**src/rtl/cpu_ctl_pkg.sv**
```systemverilog
package cpu_ctl_pkg;

  parameter int OP_W = 6;
  parameter int FN_W = 6;

  localparam logic [OP_W-1:0] OPC_RTYPE = 6'b000000;
  localparam logic [OP_W-1:0] OPC_LB    = 6'b100000;
  localparam logic [OP_W-1:0] OPC_SB    = 6'b101000;
  localparam logic [OP_W-1:0] OPC_BEQ   = 6'b000100;
  localparam logic [OP_W-1:0] OPC_J     = 6'b000010;

  localparam logic [FN_W-1:0] FN_ADD = 6'b100000;
  localparam logic [FN_W-1:0] FN_SUB = 6'b100010;
  localparam logic [FN_W-1:0] FN_AND = 6'b100100;
  localparam logic [FN_W-1:0] FN_OR  = 6'b100101;
  localparam logic [FN_W-1:0] FN_SLT = 6'b101010;

  localparam logic [1:0] MODE_ADD  = 2'b00;
  localparam logic [1:0] MODE_SUB  = 2'b01;
  localparam logic [1:0] MODE_FUNC = 2'b10;

  localparam logic [1:0] SRCB_REG = 2'b00;
  localparam logic [1:0] SRCB_ONE = 2'b01;
  localparam logic [1:0] SRCB_IMM = 2'b10;
  localparam logic [1:0] SRCB_OFS = 2'b11;

  localparam logic [1:0] PCS_ALU  = 2'b00;
  localparam logic [1:0] PCS_OUT  = 2'b01;
  localparam logic [1:0] PCS_JMP  = 2'b10;

  localparam logic [2:0] AC_AND = 3'b000;
  localparam logic [2:0] AC_OR  = 3'b001;
  localparam logic [2:0] AC_ADD = 3'b010;
  localparam logic [2:0] AC_SUB = 3'b110;
  localparam logic [2:0] AC_SLT = 3'b111;

  typedef enum logic [3:0] {
    ST_FETCH, ST_DECODE, ST_MEMADR, ST_LDRD, ST_LDWB,
    ST_STWR, ST_REXEC, ST_RWB, ST_BRANCH, ST_JUMP
  } phase_e;

  typedef struct packed {
    logic       memRd;
    logic       memWr;
    logic       addrSel;
    logic       wbFromMem;
    logic       dstFromRd;
    logic       regWe;
    logic       srcASel;
    logic [1:0] srcBSel;
    logic [1:0] aluMode;
    logic [1:0] pcSel;
    logic       pcWe;
    logic       pcWeIfEq;
  } strobe_t;

endpackage

```
**src/rtl/cpu_ctl_seq.sv**
```systemverilog
module cpu_ctl_seq
  import cpu_ctl_pkg::*;
#(
  parameter int IR_BYTES = 4,
  localparam int IDX_W = (IR_BYTES > 1) ? $clog2(IR_BYTES) : 1
) (
  input  logic            clk,
  input  logic            rst,
  input  logic [OP_W-1:0] opcode,
  output phase_e          phase,
  output logic [IDX_W-1:0] byteIdx
);

  localparam logic [IDX_W-1:0] LAST_IDX = IDX_W'(IR_BYTES - 1);

  phase_e           phaseNext;
  logic [IDX_W-1:0] idxNext;

  always_comb begin
    phaseNext = ST_FETCH;
    idxNext   = '0;
    unique case (phase)
      ST_FETCH: begin
        if (byteIdx == LAST_IDX) begin
          phaseNext = ST_DECODE;
        end else begin
          phaseNext = ST_FETCH;
          idxNext   = byteIdx + 1'b1;
        end
      end
      ST_DECODE: begin
        case (opcode)
          OPC_LB, OPC_SB: phaseNext = ST_MEMADR;
          OPC_RTYPE:      phaseNext = ST_REXEC;
          OPC_BEQ:        phaseNext = ST_BRANCH;
          OPC_J:          phaseNext = ST_JUMP;
          default:        phaseNext = ST_FETCH;
        endcase
      end
      ST_MEMADR: begin
        if (opcode == OPC_LB)      phaseNext = ST_LDRD;
        else if (opcode == OPC_SB) phaseNext = ST_STWR;
        else                       phaseNext = ST_FETCH;
      end
      ST_LDRD:  phaseNext = ST_LDWB;
      ST_REXEC: phaseNext = ST_RWB;
      default:  phaseNext = ST_FETCH;
    endcase
  end

  always_ff @(posedge clk) begin
    if (rst) begin
      phase   <= ST_FETCH;
      byteIdx <= '0;
    end else begin
      phase   <= phaseNext;
      byteIdx <= idxNext;
    end
  end

endmodule

```
**src/rtl/cpu_ctl_decode.sv**
```systemverilog
module cpu_ctl_decode
  import cpu_ctl_pkg::*;
#(
  parameter int IR_BYTES = 4,
  localparam int IDX_W = (IR_BYTES > 1) ? $clog2(IR_BYTES) : 1
) (
  input  phase_e              phase,
  input  logic [IDX_W-1:0]    byteIdx,
  output strobe_t             strobe,
  output logic [IR_BYTES-1:0] irLoad
);

  for (genvar g = 0; g < IR_BYTES; g++) begin : g_irbyte
    assign irLoad[g] = (phase == ST_FETCH) && (byteIdx == IDX_W'(g));
  end

  always_comb begin
    strobe = '0;
    unique case (phase)
      ST_FETCH: begin
        strobe.memRd   = 1'b1;
        strobe.srcBSel = SRCB_ONE;
        strobe.aluMode = MODE_ADD;
        strobe.pcSel   = PCS_ALU;
        strobe.pcWe    = 1'b1;
      end
      ST_DECODE: begin
        strobe.srcBSel = SRCB_OFS;
        strobe.aluMode = MODE_ADD;
      end
      ST_MEMADR: begin
        strobe.srcASel = 1'b1;
        strobe.srcBSel = SRCB_IMM;
        strobe.aluMode = MODE_ADD;
      end
      ST_LDRD: begin
        strobe.memRd   = 1'b1;
        strobe.addrSel = 1'b1;
      end
      ST_LDWB: begin
        strobe.regWe     = 1'b1;
        strobe.wbFromMem = 1'b1;
      end
      ST_STWR: begin
        strobe.memWr   = 1'b1;
        strobe.addrSel = 1'b1;
      end
      ST_REXEC: begin
        strobe.srcASel = 1'b1;
        strobe.srcBSel = SRCB_REG;
        strobe.aluMode = MODE_FUNC;
      end
      ST_RWB: begin
        strobe.regWe     = 1'b1;
        strobe.dstFromRd = 1'b1;
      end
      ST_BRANCH: begin
        strobe.srcASel  = 1'b1;
        strobe.srcBSel  = SRCB_REG;
        strobe.aluMode  = MODE_SUB;
        strobe.pcWeIfEq = 1'b1;
        strobe.pcSel    = PCS_OUT;
      end
      ST_JUMP: begin
        strobe.pcWe  = 1'b1;
        strobe.pcSel = PCS_JMP;
      end
      default: strobe = '0;
    endcase
  end

endmodule

```
**src/rtl/cpu_alu_ctl.sv**
```systemverilog
module cpu_alu_ctl
  import cpu_ctl_pkg::*;
(
  input  logic [1:0]      aluMode,
  input  logic [FN_W-1:0] funct,
  output logic [2:0]      aluCtl
);

  logic [2:0] fnCode;

  always_comb begin
    case (funct)
      FN_SUB:  fnCode = AC_SUB;
      FN_AND:  fnCode = AC_AND;
      FN_OR:   fnCode = AC_OR;
      FN_SLT:  fnCode = AC_SLT;
      default: fnCode = AC_ADD;
    endcase
  end

  always_comb begin
    case (aluMode)
      MODE_SUB:  aluCtl = AC_SUB;
      MODE_FUNC: aluCtl = fnCode;
      default:   aluCtl = AC_ADD;
    endcase
  end

endmodule

```
**src/rtl/cpu_ctl_top.sv**
```systemverilog
module cpu_ctl_top
  import cpu_ctl_pkg::*;
#(
  parameter int IR_BYTES = 4
) (
  input  logic                clk,
  input  logic                rst,
  input  logic [5:0]          opcode,
  input  logic [5:0]          funct,
  output logic                memRd,
  output logic                memWr,
  output logic                addrSel,
  output logic [IR_BYTES-1:0] irLoad,
  output logic                wbFromMem,
  output logic                dstFromRd,
  output logic                regWe,
  output logic                srcASel,
  output logic [1:0]          srcBSel,
  output logic [1:0]          aluMode,
  output logic [1:0]          pcSel,
  output logic                pcWe,
  output logic                pcWeIfEq,
  output logic [2:0]          aluCtl
);

  localparam int IDX_W = (IR_BYTES > 1) ? $clog2(IR_BYTES) : 1;

  phase_e           phase;
  logic [IDX_W-1:0] byteIdx;
  strobe_t          strobe;

  cpu_ctl_seq #(.IR_BYTES(IR_BYTES)) u_seq (
    .clk     (clk),
    .rst     (rst),
    .opcode  (opcode),
    .phase   (phase),
    .byteIdx (byteIdx)
  );

  cpu_ctl_decode #(.IR_BYTES(IR_BYTES)) u_dec (
    .phase   (phase),
    .byteIdx (byteIdx),
    .strobe  (strobe),
    .irLoad  (irLoad)
  );

  cpu_alu_ctl u_alu (
    .aluMode (strobe.aluMode),
    .funct   (funct),
    .aluCtl  (aluCtl)
  );

  assign memRd     = strobe.memRd;
  assign memWr     = strobe.memWr;
  assign addrSel   = strobe.addrSel;
  assign wbFromMem = strobe.wbFromMem;
  assign dstFromRd = strobe.dstFromRd;
  assign regWe     = strobe.regWe;
  assign srcASel   = strobe.srcASel;
  assign srcBSel   = strobe.srcBSel;
  assign aluMode   = strobe.aluMode;
  assign pcSel     = strobe.pcSel;
  assign pcWe      = strobe.pcWe;
  assign pcWeIfEq  = strobe.pcWeIfEq;

endmodule

```
**config.mk**
```make
export PLATFORM = sky130hd
export DESIGN_NAME = cpu_ctl_top
export DESIGN_NICKNAME = d
export VERILOG_FILES = /design/src/rtl/cpu_ctl_pkg.sv /design/src/rtl/cpu_ctl_seq.sv /design/src/rtl/cpu_ctl_decode.sv /design/src/rtl/cpu_alu_ctl.sv /design/src/rtl/cpu_ctl_top.sv
export SDC_FILE = /design/constraint.sdc
export NUM_CORES = 1
export LEC_CHECK = 0
export BUFFER_PORTS_ARGS = -buffer_cell sky130_fd_sc_hd__buf_2
export CORE_ASPECT_RATIO = 1.25
export CORE_MARGIN = 3
export CORE_UTILIZATION = 25
export DETAILED_ROUTE_END_ITERATION = 16
export GPL_TIMING_DRIVEN = 1
export PLACE_DENSITY = 0.54
export SKIP_CTS_REPAIR_TIMING = 1
export SLEW_MARGIN = 20
export SYNTH_ARGS = -nofsm -noshare
export SYNTH_HDL_FRONTEND = slang
export SYNTH_SLANG_ARGS = --single-unit
```
**constraint.sdc**
```tcl
create_clock -name clk -period 1.8 [get_ports clk]
set_input_delay 0 -clock clk [delete_from_list [all_inputs] [get_ports clk]]
set_output_delay 0 -clock clk [all_outputs]
set_load 0.02 [all_outputs]
```
# [Yosys cells after proc, flatten, opt, wreduce, memory -nomap -nowiden]
# Index checks and enable logic that the tools add are counted.
[word_totals] register_bits=6 in_bits=14 output_inout_bits=22 elab_cells=58
[op_classes] add_sub_neg=1 n_eq_ne=22 mux=18 bitwise=1 n_reduce_logical=14
[ops] op="$pmux W4 S5" count=2
[ops] op="$eq A6 B6 Y1 const B" count=6
[ops] op="$eq A4 B3 Y1 const B" count=4
[ops] op="$pmux W4 S4" count=1
[ops] op="$pmux W3 S4" count=1
[ops] op="$mux W1" count=10
[ops] op="$reduce_or A2 Y1" count=5
[ops] op="$eq A4 B2 Y1 const B" count=2
[ops] op="$eq A4 B4 Y1 const B" count=2
[ops] op="$eq A2 B2 Y1 const B" count=3
[ops] op="$eq A6 B2 Y1 const B" count=1
[ops] op="$eq A6 B3 Y1 const B" count=1
[ops] op="$logic_not A6 Y1" count=1
[ops] op="$pmux W3 S2" count=1
[ops] op="$reduce_or A3 Y1" count=2
[ops] op="$eq A2 B1 Y1 const B" count=2
[ops] op="$eq A4 B1 Y1 const B" count=1
[ops] op="$logic_and A1 B1 Y1" count=4
[ops] op="$logic_not A4 Y1" count=1
[ops] op="$mux W4" count=1
[ops] op="$pmux W2 S2" count=1
[ops] op="$mux W3" count=1
[ops] op="$add A2 B1 Y2 const B" count=1
[ops] op="$logic_not A2 Y1" count=1
[ops] op="$not A1 Y1" count=1

# [Logic depth before layout (Yosys ltp)]
[logic_depth] word_depth=4 mapped_depth=7

# [By module]
# Synthesis repeated with hierarchy kept, for this count alone.
[hier_totals] hier_cells=87 area_unflattened_um2=715.7
[by_module_without_submodules] mod="cpu_ctl_seq" instances=1 cells_each=42 area_per_inst_um2=387.9
[by_module_without_submodules] mod="cpu_ctl_decode" instances=1 cells_each=30 area_per_inst_um2=210.2
[by_module_without_submodules] mod="cpu_alu_ctl" instances=1 cells_each=15 area_per_inst_um2=117.6

# [Worst setup path before layout]
# No wires, ideal clock.
[synth_timing] kind="register to output" startpoint="register u_seq.phase[1]" endpoint="output aluCtl[2]" arrival_ps=2157 required_ps=1800 slack_ps=-357 stages_incl_launch_ff=8 path_buffers=2 cell_sequence="dfxtp_1 > buf_6 > buf_2 > nor3_1 > inv_1 > ha_1 > nand3b_1 > o22ai_1"
[synth_via] elab_chain_cells=4 elab_cells_between_ends=9 classes_between="6 x eq/ne; 2 x mux; 1 x reduce/logical"
[synth_lines] element="from (decl)" line="cpu_ctl_seq.sv:10" rtl="output phase_e phase,"
[synth_lines] element="from (signal assigned)" line="cpu_ctl_seq.sv:56" rtl="phase <= phaseNext;"
[synth_lines] element="$eq A4 B4 Y1 (tied with other cells)" line="cpu_ctl_decode.sv:19" rtl="unique case (phase)"
[synth_lines] element="$pmux W4 S5 (*)" line="cpu_ctl_decode.sv:19"
[synth_lines] element="$eq A2 B2 Y1 or $eq A2 B1 Y1 (tied branches)" line="cpu_alu_ctl.sv:22" rtl="case (aluMode)"
[synth_lines] element="$pmux W3 S2 (*)" line="cpu_alu_ctl.sv:22"
[synth_lines] element="to (decl)" line="cpu_ctl_top.sv:23" rtl="output logic [2:0] aluCtl"
# Every way passes the cells marked *; elsewhere a longest branch is shown, timed or not.

# [Worst setup path in the final report]
[layout_timing] startpoint="register u_seq.phase[3]" endpoint="output aluCtl[2]"
# Same word-level chain as after synthesis.

==> impl_metrics.tcl <==
set metrics [dict create \
    cts_tree "done" \
    grt_usage_pct 12.9 \
    fin_crit_sh_pct 96.5 \
    globalRouteMet2Util_pct 21.3 \
    row_count 20 \
    drtAntennaViolNets 0 \
    critPathBufInv 2 \
    start_util_pct 26.8 \
    grt_pass1_vias 766 \
    synth_area_per_cell_sq_um 7.28 \
    drtPass1Iterations 4 \
    crit_path_max_fanout 3 \
    clock_latency_ns 0.26 \
    cp_slowest_cell "dfxtp_2" \
    rsz0062_at_grt "yes" \
    diodes 0 \
    run_status "finished, final reports clean" \
    critical_path_class "reg2out" \
    holdCritPathClass "in2reg" \
    grt_start_max_net_pins 17 \
    drt_wl_total_mm 1.98 \
    dp.cells 161 \
    cts_buffers 3 \
    synth_edf_count 0 \
    max_stage_delay_ns 0.34 \
    max_cap_viol_count 0 \
    grt_pass1_wl_mm 3.32 \
    dpl.hpwl_mm 1.56 \
    clockRootBuffer "clkbuf_4" \
    synth_nets 112 \
    final_core_util_pct 40.5 \
    fin_nets 156 \
    portBuffers 35 \
    wl_per_cell_um 11.9 \
    gr-usage-met3_pct 2.10 \
    drt_iter0_markers 14 \
    path_delay_family "simple AND/OR/NAND/NOR gates" \
    cts_max_level 1 \
    syn_area_sq_um 669 \
    p_per_area_nw_per_um2 412 \
    syn_inst 92 \
    use_met1_pct 15.2 \
    mostFrequentLayoutCells "buf_2, nor2_1, buf_4" \
    path_clk_slew_ns 0.05 \
    finalNonFillerCells 167 \
    async_flop_share_pct 0 \
    num_io_pins 36 \
    final_area_sq_um 1010 \
    synth.ff_latch_count 6 \
    cts_sinks 6 \
    synthToLayoutAreaGrowth_pct 51.4 \
    viasPerCell 4.83 \
    cp.required_ns 1.80 \
    ys_seq_area_share_pct 17.9 \
    max-slew-margin-rel_pct 57.4 \
    antenna_found_initial 0 \
    vias 807 \
    dieArea_sq_um 3340 \
    layout-drive-gt1-share_pct 43.3 \
    min_period_ns 1.74 \
    total_power_uw 418 \
    crit_path_end_kind "output pin" \
    start_kind "flop" \
    skew_ns 0.00339 \
    path_cells "nand2b_1, or2_4, inv_4, ha_4, nand3b_1, o22ai_2, buf_6" \
    fmax_mhz 576 \
    p_leak_uw 0.000443 \
    setup_violations 0 \
    die_y_um 63.9 \
    fin_tns_setup_ns 0 \
    place_area_sq_um 921 \
    drv_slew 0 \
    synthFlopType "dfxtp_1" \
    ys_types 32 \
    arrival_ns 1.74 \
    coreArea_sq_um 2500 \
    ir_worst_vdd_mv 0.230 \
    die_w_um 52.3 \
    place.gp.congestion 0.831 \
    drc 0 \
    final_common_cell "buf_2" \
    hold_violations 0 \
    worst_pin_slew_ns 0.633 \
    grt_remaining_overflow 0 \
    top_usage_layer "met2" \
    clock_path_buffers 2 \
    yosysWarnings 0 \
]
-- metrics by stage --
stage / setup WS, ns / hold WS, ns
6_report: 0.0628 / 0.0285
5_1_grt: -0.00451 / 0.0471
4_1_cts: -0.141 / -0.00435
3_5_place_dp: 0.151 / 0.266
3_3_place_gp: 0.213 / 0.267
2_1_floorplan: 0.0434 / 0.0771
-- cell families (layout without fill, tap and decap cells) --
family                     Yosys count  after routing  share of synthesized area, %
AOI/OAI and AO/OA                   13             13                          14.6
adders and majority gates            6              6                          11.2
buffers and inverters               13             55                          9.53
and+or+nand+nor                     51             51                          42.6
xor gates and xnor gates             2              2                          2.62
DFF                                  6              6                          17.9
muxes                                1              1                          1.50
-- layout make-up --
cell class / instances / area [sq um]
repair buffers: 45 / 269
flip-flops and latches: 6 / 124
clock buffers: 3 / 22.5
well taps: 33 / 41.3
inverters: 7 / 28.8
multi-input cells: 73 / 528
fillers: 259 / 1490
-- report_power, final --
| part | total [uW] | switching (uW) | internal [uW] | leakage (uW) |
|---|---|---|---|---|
| Sequential | 149 | 7.07 | 142 | 0.0000504 |
| Combinational | 133 | 73.8 | 59.0 | 0.000378 |
| Clock | 136 | 59.7 | 76.1 | 0.0000138 |
-- path summary, 6_finish.rpt --
kind	startpoint	cells past startpoint	slack, ns	end
worst max-delay path	u_seq.phase[3]	7	0.06	aluCtl[2]
worst min-delay path	opcode[0]	4	0.03	u_seq.phase[3]
worst max register to register	u_seq.phase[0]	4	0.36	u_seq.phase[2]
worst min register to register	u_seq.byteIdx[0]	1	0.49	u_seq.byteIdx[0]
-- layer usage --
layer | share of wire [%] | vias up
met3 | 6.2 | 5
met5 | 0 | -
met4 | 2.3 | 0
met1 | 42 | 352
li1 | - | 412
met2 | 49 | 38
-- state kept, by name, indices dropped and copies added (netlist names) --
name and count:
u_seq.byteIdx 2, u_seq.phase 4
-- worst min-delay path, cell delays in order --
cell and delay (ns):
buf_2 0.09, nor2_1 0.05, nand3_1 0.07, nor3_1 0.05
-- cells in the mapped netlist (3+ instances only) --
cell type / n / share of area (%)
dfxtp_1: 6 / 18
inv_1: 7 / 3.9
nor3_1: 6 / 4.5
nor2b_1: 3 / 2.8
nand2_1: 6 / 3.4
nor2_1: 11 / 6.2
a211o_1: 3 / 3.9
ha_1: 6 / 11
nor3b_1: 4 / 4.5
nand2b_1: 4 / 3.7
buf_2: 3 / 2.2
nor4_1: 3 / 2.8
and2_1: 5 / 4.7
Note: power is estimated with default switching activity, not from simulation.
